[src/rtl/mdu_pkg.sv]
`timescale 1ns/1ps
package mdu_pkg;
  localparam int OPC_W     = 8;
  localparam int REG_W     = 6;
  localparam int ATOM_W    = 32;
  localparam int NUM_SLOTS = 4;
  localparam int NUM_UNITS = 5;
  localparam int MOL_W     = NUM_SLOTS * ATOM_W;
  localparam int NARROW_SLOTS = 2;

  typedef enum logic [2:0] {
    U_INT0 = 3'd0,
    U_INT1 = 3'd1,
    U_FP   = 3'd2,
    U_LS   = 3'd3,
    U_BR   = 3'd4
  } unit_e;

  typedef struct packed {
    logic [OPC_W-1:0] opc;
    logic             cc;
    logic [REG_W-1:0] dst;
    logic [REG_W-1:0] src_a;
    logic [REG_W-1:0] src_b;
  } uop_t;

  localparam int UOP_W = $bits(uop_t);

  // fixed slot-to-unit routing
  function automatic unit_e slot_unit(logic wide, int slot);
    if (wide) begin
      case (slot)
        0:       return U_FP;
        1:       return U_INT0;
        2:       return U_LS;
        default: return U_BR;
      endcase
    end
    return (slot == 0) ? U_INT0 : U_INT1;
  endfunction
endpackage

[src/rtl/mdu_atom_dec.sv]
`timescale 1ns/1ps
module mdu_atom_dec
  import mdu_pkg::*;
#(
  parameter bit FMT_SLOT = 1'b0
) (
  input  logic [ATOM_W-1:0] atom_i,
  output logic              nop_o,
  output uop_t              uop_o
);
  // slot carrying the format bit ignores it for NOP detection
  localparam logic [ATOM_W-1:0] IGN_MASK = FMT_SLOT ? ATOM_W'(1) : '0;

  assign nop_o = ((atom_i & ~IGN_MASK) == '0);
  assign uop_o = atom_i[ATOM_W-1 -: UOP_W];
endmodule

[src/rtl/mdu_slot_router.sv]
`timescale 1ns/1ps
module mdu_slot_router
  import mdu_pkg::*;
(
  input  logic [MOL_W-1:0]              mol_i,
  output logic [NUM_UNITS-1:0]          need_o,
  output uop_t [NUM_UNITS-1:0]          uop_o
);
  logic                   wide;
  logic [NUM_SLOTS-1:0]   slot_nop;
  uop_t [NUM_SLOTS-1:0]   slot_uop;

  assign wide = mol_i[0];

  for (genvar s = 0; s < NUM_SLOTS; s++) begin : g_slot
    mdu_atom_dec #(.FMT_SLOT(s == 0)) u_dec (
      .atom_i (mol_i[s*ATOM_W +: ATOM_W]),
      .nop_o  (slot_nop[s]),
      .uop_o  (slot_uop[s])
    );
  end

  always_comb begin
    need_o = '0;
    uop_o  = '0;
    for (int s = 0; s < NUM_SLOTS; s++) begin
      if (wide || s < NARROW_SLOTS) begin
        uop_o[slot_unit(wide, s)]  = slot_uop[s];
        need_o[slot_unit(wide, s)] = !slot_nop[s];
      end
    end
  end
endmodule

[src/rtl/mdu_issue_ctl.sv]
`timescale 1ns/1ps
module mdu_issue_ctl
  import mdu_pkg::*;
(
  input  logic                 clk_i,
  input  logic                 rst_ni,
  input  logic [MOL_W-1:0]     mol_i,
  input  logic                 mol_valid_i,
  output logic                 mol_ready_o,
  input  logic [NUM_UNITS-1:0] need_i,
  input  logic [NUM_UNITS-1:0] unit_rdy_i,
  input  logic                 br_done_i,
  input  logic                 br_taken_i,
  output logic [MOL_W-1:0]     hold_o,
  output logic                 hold_vld_o,
  output logic                 fire_o
);
  logic             hold_v_q;
  logic             pend_q;
  logic [MOL_W-1:0] hold_q;
  logic             blocked;
  logic             accept;
  logic             flush;

  assign blocked     = |(need_i & ~unit_rdy_i);
  assign fire_o      = hold_v_q && !pend_q && !blocked;
  assign mol_ready_o = !hold_v_q || fire_o;
  assign accept      = mol_valid_i && mol_ready_o;
  assign flush       = pend_q && br_done_i && br_taken_i;
  assign hold_o      = hold_q;
  assign hold_vld_o  = hold_v_q;

  always_ff @(posedge clk_i or negedge rst_ni) begin
    if (!rst_ni) begin
      hold_v_q <= 1'b0;
      pend_q   <= 1'b0;
      hold_q   <= '0;
    end else begin
      if (fire_o)                  pend_q <= need_i[U_BR];
      else if (pend_q && br_done_i) pend_q <= 1'b0;

      if (flush)       hold_v_q <= 1'b0;
      else if (accept) hold_v_q <= 1'b1;
      else if (fire_o) hold_v_q <= 1'b0;

      if (accept) hold_q <= mol_i;
    end
  end

  p_hold_stable_r5: assert property (@(posedge clk_i) disable iff (!rst_ni)
    (hold_v_q && !fire_o && !flush) |=> (hold_v_q && $stable(hold_q)));

  p_branch_wait_r7: assert property (@(posedge clk_i) disable iff (!rst_ni)
    (fire_o && need_i[U_BR]) |=> !fire_o);

  p_flush_drop_r7: assert property (@(posedge clk_i) disable iff (!rst_ni)
    flush |=> !hold_v_q);

  p_stray_done_r8: assert property (@(posedge clk_i) disable iff (!rst_ni)
    (!pend_q && !fire_o && br_done_i) |=> !pend_q);
endmodule

[src/rtl/mol_dispatch.sv]
`timescale 1ns/1ps
module mol_dispatch
  import mdu_pkg::*;
(
  input  logic                                 clk_i,
  input  logic                                 rst_ni,
  input  logic [MOL_W-1:0]                     mol_i,
  input  logic                                 mol_valid_i,
  output logic                                 mol_ready_o,
  input  logic [NUM_UNITS-1:0]                 unit_rdy_i,
  input  logic                                 br_done_i,
  input  logic                                 br_taken_i,
  output logic [NUM_UNITS-1:0]                 iss_vld_o,
  output logic [NUM_UNITS-1:0][OPC_W-1:0]      iss_opc_o,
  output logic [NUM_UNITS-1:0]                 iss_cc_o,
  output logic [NUM_UNITS-1:0][REG_W-1:0]      iss_dst_o,
  output logic [NUM_UNITS-1:0][REG_W-1:0]      iss_sa_o,
  output logic [NUM_UNITS-1:0][REG_W-1:0]      iss_sb_o
);
  logic [MOL_W-1:0]      hold;
  logic                  hold_vld;
  logic                  fire;
  logic [NUM_UNITS-1:0]  need;
  uop_t [NUM_UNITS-1:0]  uop;

  mdu_issue_ctl u_ctl (
    .clk_i       (clk_i),
    .rst_ni      (rst_ni),
    .mol_i       (mol_i),
    .mol_valid_i (mol_valid_i),
    .mol_ready_o (mol_ready_o),
    .need_i      (need),
    .unit_rdy_i  (unit_rdy_i),
    .br_done_i   (br_done_i),
    .br_taken_i  (br_taken_i),
    .hold_o      (hold),
    .hold_vld_o  (hold_vld),
    .fire_o      (fire)
  );

  mdu_slot_router u_route (
    .mol_i  (hold),
    .need_o (need),
    .uop_o  (uop)
  );

  assign iss_vld_o = fire ? need : '0;

  for (genvar u = 0; u < NUM_UNITS; u++) begin : g_unit
    assign iss_opc_o[u] = uop[u].opc;
    assign iss_cc_o[u]  = uop[u].cc;
    assign iss_dst_o[u] = uop[u].dst;
    assign iss_sa_o[u]  = uop[u].src_a;
    assign iss_sb_o[u]  = uop[u].src_b;
  end

  p_all_ready_r4: assert property (@(posedge clk_i) disable iff (!rst_ni)
    (|iss_vld_o) |-> ((iss_vld_o & ~unit_rdy_i) == '0));

  p_narrow_map_r1: assert property (@(posedge clk_i) disable iff (!rst_ni)
    (hold_vld && !hold[0]) |-> (iss_vld_o[U_FP] == 1'b0 && iss_vld_o[U_LS] == 1'b0
                                && iss_vld_o[U_BR] == 1'b0));

  p_wide_map_r1: assert property (@(posedge clk_i) disable iff (!rst_ni)
    (hold_vld && hold[0]) |-> !iss_vld_o[U_INT1]);

  p_idle_quiet_r9: assert property (@(posedge clk_i) disable iff (!rst_ni)
    !hold_vld |-> (iss_vld_o == '0 && mol_ready_o));
endmodule

[config.mk]
export PLATFORM = sky130hd
export DESIGN_NAME = mol_dispatch
export DESIGN_NICKNAME = d
export VERILOG_FILES = /design/src/rtl/mdu_pkg.sv /design/src/rtl/mdu_atom_dec.sv /design/src/rtl/mdu_slot_router.sv /design/src/rtl/mdu_issue_ctl.sv /design/src/rtl/mol_dispatch.sv
export SDC_FILE = /design/constraint.sdc
export NUM_CORES = 1
export LEC_CHECK = 0
export BUFFER_PORTS_ARGS = -buffer_cell sky130_fd_sc_hd__buf_4
export CAP_MARGIN = 20
export CELL_PAD_IN_SITES_DETAIL_PLACEMENT = 1
export CELL_PAD_IN_SITES_GLOBAL_PLACEMENT = 2
export CORE_UTILIZATION = 33
export CTS_BUF_LIST = sky130_fd_sc_hd__clkbuf_2 sky130_fd_sc_hd__clkbuf_4 sky130_fd_sc_hd__clkbuf_8
export DETAILED_ROUTE_END_ITERATION = 6
export GPL_ROUTABILITY_DRIVEN = 1
export PLACE_DENSITY_LB_ADDON = 0.12
export SYNTH_ARGS = -nofsm -noshare
export SYNTH_HDL_FRONTEND = slang
export SYNTH_SLANG_ARGS = --single-unit
[constraint.sdc]
create_clock -name clk_i -period 5.3 [get_ports clk_i]
set_input_delay 0 -clock clk_i [delete_from_list [all_inputs] [get_ports clk_i]]
set_output_delay 0 -clock clk_i [all_outputs]
set_load 0.02 [all_outputs]
======== Word-level counts from Yosys, hierarchy flattened ========
Cells that the tools add are included.
cells by class
  magnitude comparators ................... 8
  reductions and logical operators ........ 24
  bitwise operators ....................... 4
  muxes and demuxes ....................... 42
operator list
  operator                                                     count
  bitwise mux 135 bit                                          3
  demux 27 bit (select 3 bit)                                  4
  2-to-1 mux 135 bit                                           2
  bitwise AND 135 bit                                          1
  logical NOT 32 bit                                           4
  2-to-1 mux 27 bit                                            4
  2-to-1 mux 3 bit                                             7
  less-than comparator 3 x 4 -> 1 bit (second input constant)  4
  bitwise mux 5 bit                                            3
  2-to-1 mux 5 bit                                             3
  demux 1 bit (select 3 bit)                                   4
  >= comparator 3 x 1 -> 1 bit (second input constant)         4
  2-to-1 mux 1 bit                                             11
  bitwise AND 5 bit                                            2
  logical AND 1 bit                                            9
  logical NOT 1 bit                                            7
  inverter 5 bit                                               1
  OR reduction 5 bit                                           1
  nonzero test 3 bit                                           1
  2-to-1 mux 2 bit                                             1
  nonzero test 2 bit                                           1
  logical OR 1 bit                                             1
storage, ports and cells
  register bits after elaboration ......... 130
  input bits .............................. 138
  output and inout port bits .............. 141
  logic and storage cells ................. 81

======== Depth between registers and ports, before layout ========
  depth after elaboration ................. 20
  depth in mapped cells ................... 8
  gate-level depth less buffers ........... 6

======== By module ========
Synthesis repeated with hierarchy kept, for this count alone.
second synthesis, totals
  cells, all modules ...................... 1069
  area, all modules ....................... 9944.5 um2
by module, submodules not included
  module                                       seq. area each (um2)  cells each  area each (um2)  instances
  mdu_issue_ctl                                3253.1                757         7726.2           1
  mdu_slot_router                              0.0                   155         1087.3           1
  mdu_atom_dec at u_route.g_slot[1].u_dec ...  0.0                   38          275.3            3
  mdu_atom_dec at u_route.g_slot[0].u_dec      0.0                   38          274.0            1
  mol_dispatch                                 0.0                   5           31.3             1

======== Worst setup path before layout ========
Ideal clock, no wire load.
  path type ............................... flip-flop to output port
  from .................................... reg u_ctl.hold_q[101] (netlist: u_ctl.hold_o[101])
  to ...................................... out iss_vld_o[0]
  path slack .............................. 3.130 ns
  data required time ...................... 5.300 ns
  arrival ................................. 2.170 ns
  cell stages (with the launch flop) ...... 8
  path buffers ............................ 1
  cell sequence ........................... dfrtp_1 > nor4_1 > nand4_1 > nor2_1 > o2111ai_2 > buf_6 > nand2b_4 > a2111oi_2
on the way
  longest elaborated chain between the ends .. 9
RTL lines
  what                    RTL line               RTL
  start, declared         mdu_issue_ctl.sv:20    logic [MOL_W-1:0] hold_q;
  start signal, assigned  mdu_issue_ctl.sv:46    if (accept) hold_q <= mol_i;
  logical NOT 32 bit *    mdu_atom_dec.sv:14     assign nop_o = ((atom_i & ~IGN_MASK) == '0);
  logical NOT 1 bit *     mdu_slot_router.sv:29  need_o[slot_unit(wide, s)] = !slot_nop[s];
  bitwise mux 5 bit *     mdu_slot_router.sv:29
  2-to-1 mux 5 bit *      mdu_slot_router.sv:27  if (wide || s < NARROW_SLOTS) begin
  bitwise AND 5 bit       mdu_issue_ctl.sv:25    assign blocked = |(need_i & ~unit_rdy_i);
  OR reduction 5 bit      mdu_issue_ctl.sv:25
  logical NOT 1 bit       mdu_issue_ctl.sv:26    assign fire_o = hold_v_q && !pend_q && !blocked;
  logical AND 1 bit       mdu_issue_ctl.sv:26
  2-to-1 mux 5 bit *      mol_dispatch.sv:47     assign iss_vld_o = fire ? need : '0;
  end, declared           mol_dispatch.sv:13     output logic [NUM_UNITS-1:0] iss_vld_o,
Every way passes the cells marked *; elsewhere a longest branch is shown, timed or not.

======== Final worst setup path ========
  from .................................... reg u_ctl.hold_q[23] (netlist: u_ctl.hold_o[23])
  to ...................................... reg u_ctl.hold_q[70] (netlist: u_ctl.hold_o[70])
on the way
  longest elaborated chain between the ends .. 14
RTL lines
  what                                  RTL line               RTL
  logical NOT 32 bit *                  mdu_atom_dec.sv:14
  logical NOT 1 bit *                   mdu_slot_router.sv:29
  bitwise AND 5 bit (no source line) *  --
  bitwise mux 5 bit *                   mdu_slot_router.sv:29
  bitwise mux 5 bit                     mdu_slot_router.sv:29
  2-to-1 mux 5 bit *                    mdu_slot_router.sv:27
  bitwise mux 5 bit                     mdu_slot_router.sv:29
  2-to-1 mux 5 bit *                    mdu_slot_router.sv:27
  bitwise AND 5 bit *                   mdu_issue_ctl.sv:25
  OR reduction 5 bit *                  mdu_issue_ctl.sv:25
  logical NOT 1 bit *                   mdu_issue_ctl.sv:26
  logical AND 1 bit *                   mdu_issue_ctl.sv:26
  logical OR 1 bit *                    mdu_issue_ctl.sv:27    assign mol_ready_o = !hold_v_q || fire_o;
  logical AND 1 bit *                   mdu_issue_ctl.sv:28    assign accept = mol_valid_i && mol_ready_o;
Marks and branches as above.
A chain may end at the register's enable or synchronous reset.

==> reports/metrics.cfg <==
[worst_setup_path]
critPathMaxFanout = 40
cp-start-kind = flip-flop
r2r_slack_ns = 1.48
required_ns = 5.69
crit_path_end_kind = flip-flop
crit_type = reg -> reg
cp.arrival_ns = 4.20

[final_layout]
layout.nets = 1171
antennaDiodeCount = 0
fillers = 2305
final_layout_size_suffix_gt1_share_pct = 33.8
final_area_um2 = 11200
syn2layout_area_growth_pct = 55.7
final_util_pct = 52.8

[clock_tree]
clkLatencyLatePin_ns = 0.46
cts_tree = built
cts_buffers = 17
root_buffer = clkbuf_8
cts_post_setup_buffers_inserted = 0
clock_path_buffers = 2
clock-sinks = 130
clk_pin_slew_ns = 0.08
cts_resized = 0
htreeDepth = 4

[place]
hpwl_mm = 17.8
dpl_cell_area_um2 = 9330
place_congestion = 0.776
port_buffers = 278

[min_path]
hold_class = in -> reg

[floorplan]
num_rows = 53
coreArea_um2 = 21200
initial_core_util_pct = 33.9
fp.dieW_um = 149
dieArea_um2 = 22300
io_pins = 279
die_y_um = 149

[sta]
slew_viol_final = 0
finalCriticalPeriod_ns = 3.82
hold_viol = 0
rsz0062_at_grt = false
fin_skew_ns = 0.0158
slew_headroom_pct = 33.5
max_freq_mhz = 262
setup_tns_ns = 0
max_slew.worst_pin.slew_ns = 0.997
setup-violations-final = 0
fin_crit_sh_pct = 72.0

[drt]
drtIter0Drc = 356
firstDrtPassIters = 4
ant_nets = 0
wl_per_cell_um = 21.5
vias = 7296
drc = 0
routed_via_density = 5.52
routed_wl_mm = 28.4

[logic_synthesis]
synth.distinct_cells = 33
yosysMostFrequentCell = dfrtp_1
yosys-top-cells-area = dfrtp_1 (45%), a221o_1 (18%), and3_1 (11%), and2_1 (7.1%), mux2_2 (4.2%)
async_reset_ff_share_pct = 100
ys_seq_elements = 130
synth_ff_type = dfrtp_1
yosysWarningCount = 0
syn_area_um2 = 7180
synth.yosys.seq_area_share_pct = 45.3
synth_edf_count = 0
syn_inst = 665
avgSynthCellArea_um2 = 10.8
yosys.area.top_type = dfrtp_1
yosys.area.top_type_share_pct = 45.3
syn-num-nets = 803
synth_commonest_cells = dfrtp_1 (130), a221o_1 (127), and3_1 (127), and2_1 (81), clkbuf_1 (40)

[grt]
grt_max_degree = 134
antenna_found_initial = 0
grt_pass1_wl_mm = 43.3
grt-ovfl-total = 0
grt.total_usage_pct = 25.2
first_global_vias = 7686

[outcome]
status = finished, final reports clean

[power_and_ir_drop]
power.density_nw_per_um2 = 653
peakVddDrop_mv = 0.242
cellLeakagePower_nw = 4.51

[job]
drv_cap = 0

==> layout by cell type (no fill, tap or decap), types with 3 or more instances in the layout <==
cell type      instances
mux2_2                27
clkbuf_8              18
clkinv_2               3
nand2_1                3
bufinv_16              6
clkinvlp_4             4
nor4_1                32
nor2_1                 5
and2_1                81
buf_4                283
nand4_1                8
dfrtp_1              128
dlygate4sd3_1        134
nor3_1                 4
nor2b_1               29
a221o_1              127
and3_1               127
==> cell families (layout without fill, tap and decap cells) <==
group / after synthesis / in the layout / synth area share, %
flops: 130 / 130 / 45.3
compound gates: 141 / 141 / 19.6
mux: 29 / 29 / 4.52
simple gates: 292 / 292 / 25.2
buf+inv: 73 / 454 / 5.35
==> critical path, cell delays in order, from the launching register on <==
cell and delay [ns]:
dfrtp_1 0.44, nor4_1 0.52, nand4_1 0.33, o21ai_1 0.32, o2111ai_4 0.53, o2bb2ai_4 0.86, buf_4 0.48, a221o_1 0.22
==> layout make-up <==
class / instances / area, µm² / area share, %
well taps: 275 / 344 / 3.08
multi-input cells: 462 / 3560 / 31.8
clock buffers: 18 / 248 / 2.22
inverters: 2 / 7.51 / 0.0672
repair buffers: 420 / 3520 / 31.5
flip-flops and latches: 130 / 3260 / 29.2
clock inverters: 14 / 234 / 2.09
==> final timing paths <==
kind	start	endpoint	cells past startpoint
setup / recovery	u_ctl.hold_o[23]	u_ctl.hold_o[70]	7
min in group asynchronous	rst_ni	u_ctl.hold_o[62]	2
max in group asynchronous	rst_ni	u_ctl.hold_o[0]	3
setup reg to reg	u_ctl.hold_o[23]	u_ctl.hold_o[70]	7
hold / removal	mol_valid_i	u_ctl.hold_o[0]	4
hold reg to reg	u_ctl.hold_o[98]	u_ctl.hold_o[98]	1
==> per-layer routing <==
layer / global-route usage, % / wire (µm) / vias to the layer above / share of wire [%]
met5: 0 / 0 / - / 0
met4: 8.88 / 560 / 0 / 2.0
met3: 4.15 / 1270 / 32 / 4.5
met2: 43.3 / 14400 / 215 / 51
met1: 31.9 / 12100 / 3706 / 43
li1: - / - / 3343 / -
==> timing repair <==
action / CTS / global route
setup endpoints to repair: 0 / 0
hold endpoints to repair: 201 / 0
hold buffers: 134 / 0
==> per-stage QoR <==
stage,setup WS [ns],power (mW),hold WS [ns],instances
5_1_grt,1.21,7.71,0.0996,1321
3_5_place_dp,1.48,6.13,0.0675,1154
2_1_floorplan,3.13,4.50,-0.296,665
3_3_place_gp,1.52,6.02,0.0619,1154
6_report,1.48,7.29,0.0913,1321
4_1_cts,1.45,7.30,0.0526,1320
==> registers in the layout, summed over array words and instances, names as in the netlist <==
register	cells
u_ctl.hold_o	128
u_ctl.pend_q	1
u_ctl.hold_vld_o	1
==> power breakdown <==
part | switching (mW) | internal, mW
Clock | 0.433 | 0.618
Sequential | 0.655 | 1.48
Combinational | 2.06 | 2.05
Total | 3.14 | 4.15
No activity file was read; power rests on OpenSTA's default activity.
